`config.mk`:
```
export PLATFORM = sky130hd
export DESIGN_NAME = bus_grant_ctrl
export DESIGN_NICKNAME = d
export VERILOG_FILES = /design/src/rtl/busarb_pkg.sv /design/src/rtl/prio_pick.sv /design/src/rtl/grant_fsm.sv /design/src/rtl/grant_dec.sv /design/src/rtl/bus_grant_ctrl.sv
export SDC_FILE = /design/constraint.sdc
export NUM_CORES = 1
export LEC_CHECK = 0
export ABC_AREA = 1
export BUFFER_PORTS_ARGS = -buffer_cell sky130_fd_sc_hd__buf_2
export CAP_MARGIN = 20
export CORE_AREA = 10 10 47 49
export DETAILED_ROUTE_END_ITERATION = 7
export DIE_AREA = 0 0 57 59
export GPL_TIMING_DRIVEN = 0
export HOLD_SLACK_MARGIN = 0.05
export PLACE_DENSITY = 0.46
export SETUP_SLACK_MARGIN = 0.5
export SLEW_MARGIN = 20
export SYNTH_ARGS = -nofsm -noshare
export SYNTH_HDL_FRONTEND = slang
export SYNTH_SLANG_ARGS = --single-unit
```
`constraint.sdc`:
```
create_clock -name clk -period 1.34 [get_ports clk]
set_clock_uncertainty 0.15 [all_clocks]
set_input_delay 0.134 -clock clk [delete_from_list [all_inputs] [get_ports clk]]
set_output_delay 0.134 -clock clk [all_outputs]
set_load 0.05 [all_outputs]
```
`src/rtl/busarb_pkg.sv`:
```
package busarb_pkg;

    // Kind of state: idle, or some requester owns the bus.
    typedef enum logic {
        ST_IDLE = 1'b0,
        ST_OWN  = 1'b1
    } phase_e;

endpackage

```
`src/rtl/prio_pick.sv`:
```
// Fixed-priority selector: the lowest set index wins.
module prio_pick #(
    parameter int NUM_REQ = 4,
    localparam int IDX_W  = (NUM_REQ > 1) ? $clog2(NUM_REQ) : 1
) (
    input  logic [NUM_REQ-1:0] req,
    output logic               any,
    output logic [IDX_W-1:0]   idx
);

    always_comb begin
        idx = '0;
        // Walk from the lowest priority upward so the lowest index is the last write.
        for (int i = NUM_REQ - 1; i >= 0; i--) begin
            if (req[i]) begin
                idx = IDX_W'(i);
            end
        end
    end

    assign any = |req;

endmodule

```
`src/rtl/grant_fsm.sv`:
```
// Idle-gapped, preemptive owner state machine.
module grant_fsm
    import busarb_pkg::*;
#(
    parameter int NUM_REQ = 4,
    localparam int IDX_W  = (NUM_REQ > 1) ? $clog2(NUM_REQ) : 1
) (
    input  logic               clk,
    input  logic               rst,
    input  logic [NUM_REQ-1:0] req,
    input  logic               pick_any,
    input  logic [IDX_W-1:0]   pick_idx,
    output phase_e             phase_q,
    output logic [IDX_W-1:0]   owner_q
);

    phase_e           phase_d;
    logic [IDX_W-1:0] owner_d;
    logic             own_req;
    logic             higher_req;

    // The owner's own request line, and whether a higher-priority request is active.
    assign own_req    = req[owner_q];
    assign higher_req = pick_any && (pick_idx < owner_q);

    // Next-state logic.
    always_comb begin
        phase_d = phase_q;
        owner_d = owner_q;
        unique case (phase_q)
            ST_IDLE: begin
                if (pick_any) begin          // IDLE_TO_OWN
                    phase_d = ST_OWN;
                    owner_d = pick_idx;
                end
                // otherwise IDLE_WAIT
            end
            ST_OWN: begin
                if (!own_req || higher_req) begin   // OWN_RELEASE (drop or preempt)
                    phase_d = ST_IDLE;
                end
                // otherwise OWN_HOLD
            end
            default: phase_d = ST_IDLE;
        endcase
    end

    // State register.
    always_ff @(posedge clk) begin
        if (rst) begin
            phase_q <= ST_IDLE;
            owner_q <= '0;
        end else begin
            phase_q <= phase_d;
            owner_q <= owner_d;
        end
    end

    // reset lands in idle
    p_reset_idle_r1: assert property (@(posedge clk)
        rst |=> (phase_q == ST_IDLE));

    // idle with requests grants the selector's winner
    p_idle_grant_r3: assert property (@(posedge clk) disable iff (rst)
        (phase_q == ST_IDLE && pick_any) |=>
            (phase_q == ST_OWN && owner_q == $past(pick_idx)));

    // idle without requests stays idle
    p_idle_stay_r4: assert property (@(posedge clk) disable iff (rst)
        (phase_q == ST_IDLE && !pick_any) |=> (phase_q == ST_IDLE));

    // owner holds while requesting with nothing higher
    p_owner_hold_r5: assert property (@(posedge clk) disable iff (rst)
        (phase_q == ST_OWN && own_req && !higher_req) |=>
            (phase_q == ST_OWN && owner_q == $past(owner_q)));

    // higher-priority request forces idle
    p_preempt_r6: assert property (@(posedge clk) disable iff (rst)
        (phase_q == ST_OWN && higher_req) |=> (phase_q == ST_IDLE));

    // owner release forces idle
    p_release_r7: assert property (@(posedge clk) disable iff (rst)
        (phase_q == ST_OWN && !own_req) |=> (phase_q == ST_IDLE));

endmodule

```
`src/rtl/grant_dec.sv`:
```
// Decodes the state register into one-hot grant lines.
module grant_dec
    import busarb_pkg::*;
#(
    parameter int NUM_REQ = 4,
    localparam int IDX_W  = (NUM_REQ > 1) ? $clog2(NUM_REQ) : 1
) (
    input  logic               clk,
    input  logic               rst,
    input  phase_e             phase_q,
    input  logic [IDX_W-1:0]   owner_q,
    output logic [NUM_REQ-1:0] gnt
);

    for (genvar g = 0; g < NUM_REQ; g++) begin : g_line
        assign gnt[g] = (phase_q == ST_OWN) && (owner_q == IDX_W'(g));
    end

    // never more than one grant
    p_onehot_gnt_r2: assert property (@(posedge clk) disable iff (rst)
        $onehot0(gnt));

    // a grant either holds or returns to zero
    p_idle_gap_r8: assert property (@(posedge clk) disable iff (rst)
        (gnt != '0) |=> (gnt == '0 || gnt == $past(gnt)));

endmodule

```
`src/rtl/bus_grant_ctrl.sv`:
```
module bus_grant_ctrl
    import busarb_pkg::*;
#(
    parameter int NUM_REQ = 4,
    localparam int IDX_W  = (NUM_REQ > 1) ? $clog2(NUM_REQ) : 1
) (
    input  logic               clk,
    input  logic               rst,
    input  logic [NUM_REQ-1:0] req,
    output logic [NUM_REQ-1:0] gnt
);

    logic             pick_any;
    logic [IDX_W-1:0] pick_idx;
    phase_e           phase_q;
    logic [IDX_W-1:0] owner_q;

    prio_pick #(.NUM_REQ(NUM_REQ)) u_pick (
        .req (req),
        .any (pick_any),
        .idx (pick_idx)
    );

    grant_fsm #(.NUM_REQ(NUM_REQ)) u_fsm (
        .clk      (clk),
        .rst      (rst),
        .req      (req),
        .pick_any (pick_any),
        .pick_idx (pick_idx),
        .phase_q  (phase_q),
        .owner_q  (owner_q)
    );

    grant_dec #(.NUM_REQ(NUM_REQ)) u_dec (
        .clk     (clk),
        .rst     (rst),
        .phase_q (phase_q),
        .owner_q (owner_q),
        .gnt     (gnt)
    );

endmodule

```
==> metrics.txt <==
result of the run complete, but fails checks; violations in the final reports hold timing; # clock sinks 3; peak supply drop ~0.00022 V; commonest non-fill, non-tap cell in the layout nand2_1; buffer and inverter count on the worst path 2; buffers added on ports 9; max-slew violation count 0; H-Tree Level Count 1; required time of the critical path 1.06 ns; vias 317; synthesized instance count between 40 and 50; part of the total power dissipated in sequential elements 0.272; share of the yosys chip area belonging to registers 0.261; io pins 10; worst hold path depth 2; Setup WS post-layout 0.0126 ns; internal portion of total power 0.265 mW; delay of the slowest cell on the worst path ~0.4 ns; proportion of power drawn by the clock network 0.385; Post-Syn Nets 48; TritonCTS clock tree yes; Yosys warning count 0; final routed wirelength across all metal layers between 700 and 800 µm; xor/xnor share of the synthesized area 0; residual overflow from global routing 0; setup repair after global routing missed its margin true; period utilization 0.991; Relative slew margins 0.822; top post-synthesis cells by area dfxtp_1 26%, nand2_1 20%, nand3_1 11%; netlist area before placement around 230 µm²; vias per std cell about 4.2; average cell area after synthesis between 5 and 6 µm²; CP delay by family, top flip-flops; final non-filler cell total 75; worst slew pin tran around 0.26 ns; synthesis-to-finish area growth 116%; Std-Cell Core Area around 0.0014 mm²; share of the synthesized area in compound gates (AO/OA/AOI/OAI) 0.0924; number of global-route vias before repair ~350; overall die area 0.00336 mm²; number of placement rows 14; minimum setup slack after placement roughly 0.079 ns; Cell Pwr Density about 800 mW/mm²; cell type contributing the most total cell area after synthesis dfxtp_1; library cell contributing the largest single delay on the critical path dfxtp_4; cell depth of the worst flop-to-flop path 7; path length in cells of the critical path 3; maximum fanout encountered on the critical timing path 5; number of antenna violations at the first check in global routing 0; register bit total from synthesis 3; overall track demand over capacity in global routing 0.0468; Initial DRC Count 6; # Max-Cap Violations 0; detail-routed net length per standard cell approximately 9.6 µm; worst hold path type input port to flop; final core area utilization 0.355; final hold violations 3; sw frac 0.333; GP Congestion approximately 0.67; cts bufs inserted 3; crit start category flop; height of the die around 59 µm; worst-skew pair later-pin latency 0.23 ns; starting utilization of the core area 0.164; total of fill cells in the finished design between 150 and 200; final antenna-violating net count 0; post-route minimum period about 1.3 ns; multiplexer share of the synthesized area 0; detailed placement HPWL between 500 and 600 µm; post-CTS clock slew at the launch and capture registers of the worst setup and hold paths roughly 0.040 ns; leak pwr around 0.23 nW; Critical Path End Type output pin; NumNets Final 67; largest family of logic cells by synthesized area simple AND/OR/NAND/NOR gates; number of iterations in the first detailed-routing pass 4; adder and majority cell fraction of the synthesized area 0.0543; root buffer cell clkbuf_4; cell-by-cell trace of the critical path inv_6 -> nor3_4 -> buf_6; proportion of power drawn by combinational gates 0.343; global-route wire length before repair 1.35 mm; Netlist cell types 10; fraction of post-synthesis cell area in the top cell type by area 0.261; arrival time of the worst setup path ~1.0 ns; Fmax achieved ~0.75 GHz; dpl cells 66; count of final setup violators 0; DR DRC count 0; final hold slack -0.0658 ns; width of the die approximately 57 µm; largest net degree at the start of global routing 6; fraction of final layout cells with drive strength greater than 1 0.542; deepest clock path buffer count 2; Setup CP Type flop to output pin; Post-Synth Simple-Gate Area 0.495; antenna cell count 0; commonest cells after routing, fill and taps aside 11 x nand2_1, 5 x nand3_1, 5 x buf_2, 5 x buf_6; net switching power figure around 0.13 mW
-- metrics by stage --
stage                     hold slack [ns]  area [µm²]  total power [mW]  TNS [ns]
final                             -0.0658         498             0.398         0
after global placement              0.169         389             0.222         0
after global routing              -0.0599         498             0.426   -0.0581
after CTS                         -0.0731         494             0.407         0
after detailed placement            0.170         389             0.221         0
after floorplan                    0.0434         324             0.193         0
-- power by group through the flow --
stage	clock (mW)	combinational (mW)	sequential, mW
after CTS	0.161	0.137	0.109
after global routing	0.164	0.152	0.109
after floorplan	0	0.0839	0.110
after detailed placement	0	0.109	0.112
final	0.153	0.136	0.108
after global placement	0	0.110	0.112
-- kinds of logic after synthesis --
logic type                 Yosys count
buffers and inverters                6
DFF                                  3
and+or+nand+nor                     27
AOI/OAI and AO/OA                    4
adders and majority gates            1
-- cell usage after synthesis --
master and instances:
inv_2 1, a21oi_1 3, ha_1 1, a31oi_1 1, inv_1 5, dfxtp_1 3
nor3_1 5, nand3_1 5, nand2_1 12, nor2_1 5
-- state kept, by name, indices dropped and copies added (netlist names) --
register       cells
u_fsm.owner_q      2
u_fsm.phase_q      1
-- final cells by class --
cell class                 instances  area [µm²]  area share
sequential                         3        68.8       0.138
timing repair buffer              14         124       0.249
inverter                           6        35.0      0.0704
tap                               16        20.0      0.0402
multi-input combinational         32         224       0.450
clock buffer                       4        26.3      0.0528
-- what timing repair did --
action                                 CTS  global route
gates resized for setup                  9             1
pin swaps                                3             3
setup endpoints to repair                7             7
endpoints found under the hold margin    3             3
buffers inserted                         5             0
-- metal layers --
layer,global-route usage,vias to the layer above,wire length (µm)
met1,0.0621,140,353
met2,0.0698,7,338
met5,0,-,0
li1,-,170,-
met4,0.0302,0,0
met3,0.00429,0,24
-- worst paths after layout --
| check | slack [ns] | startpoint | to |
|---|---|---|---|
| max | 0.01 | u_fsm.owner_q[1] | gnt[2] |
| min | -0.07 | rst | u_fsm.owner_q[1] |
| max reg2reg | 0.03 | u_fsm.owner_q[1] | u_fsm.phase_q |
| min reg2reg | 0.40 | u_fsm.owner_q[1] | u_fsm.owner_q[1] |
-- worst reg2reg max path: stages (launching register included) --
cell	delay, ns
dfxtp_4	0.40
inv_6	0.06
buf_12	0.12
ha_4	0.25
nand2_1	0.04
nand2_1	0.05
nand2_1	0.04
a21oi_1	0.11
Power figures use the tool's default switching activity.
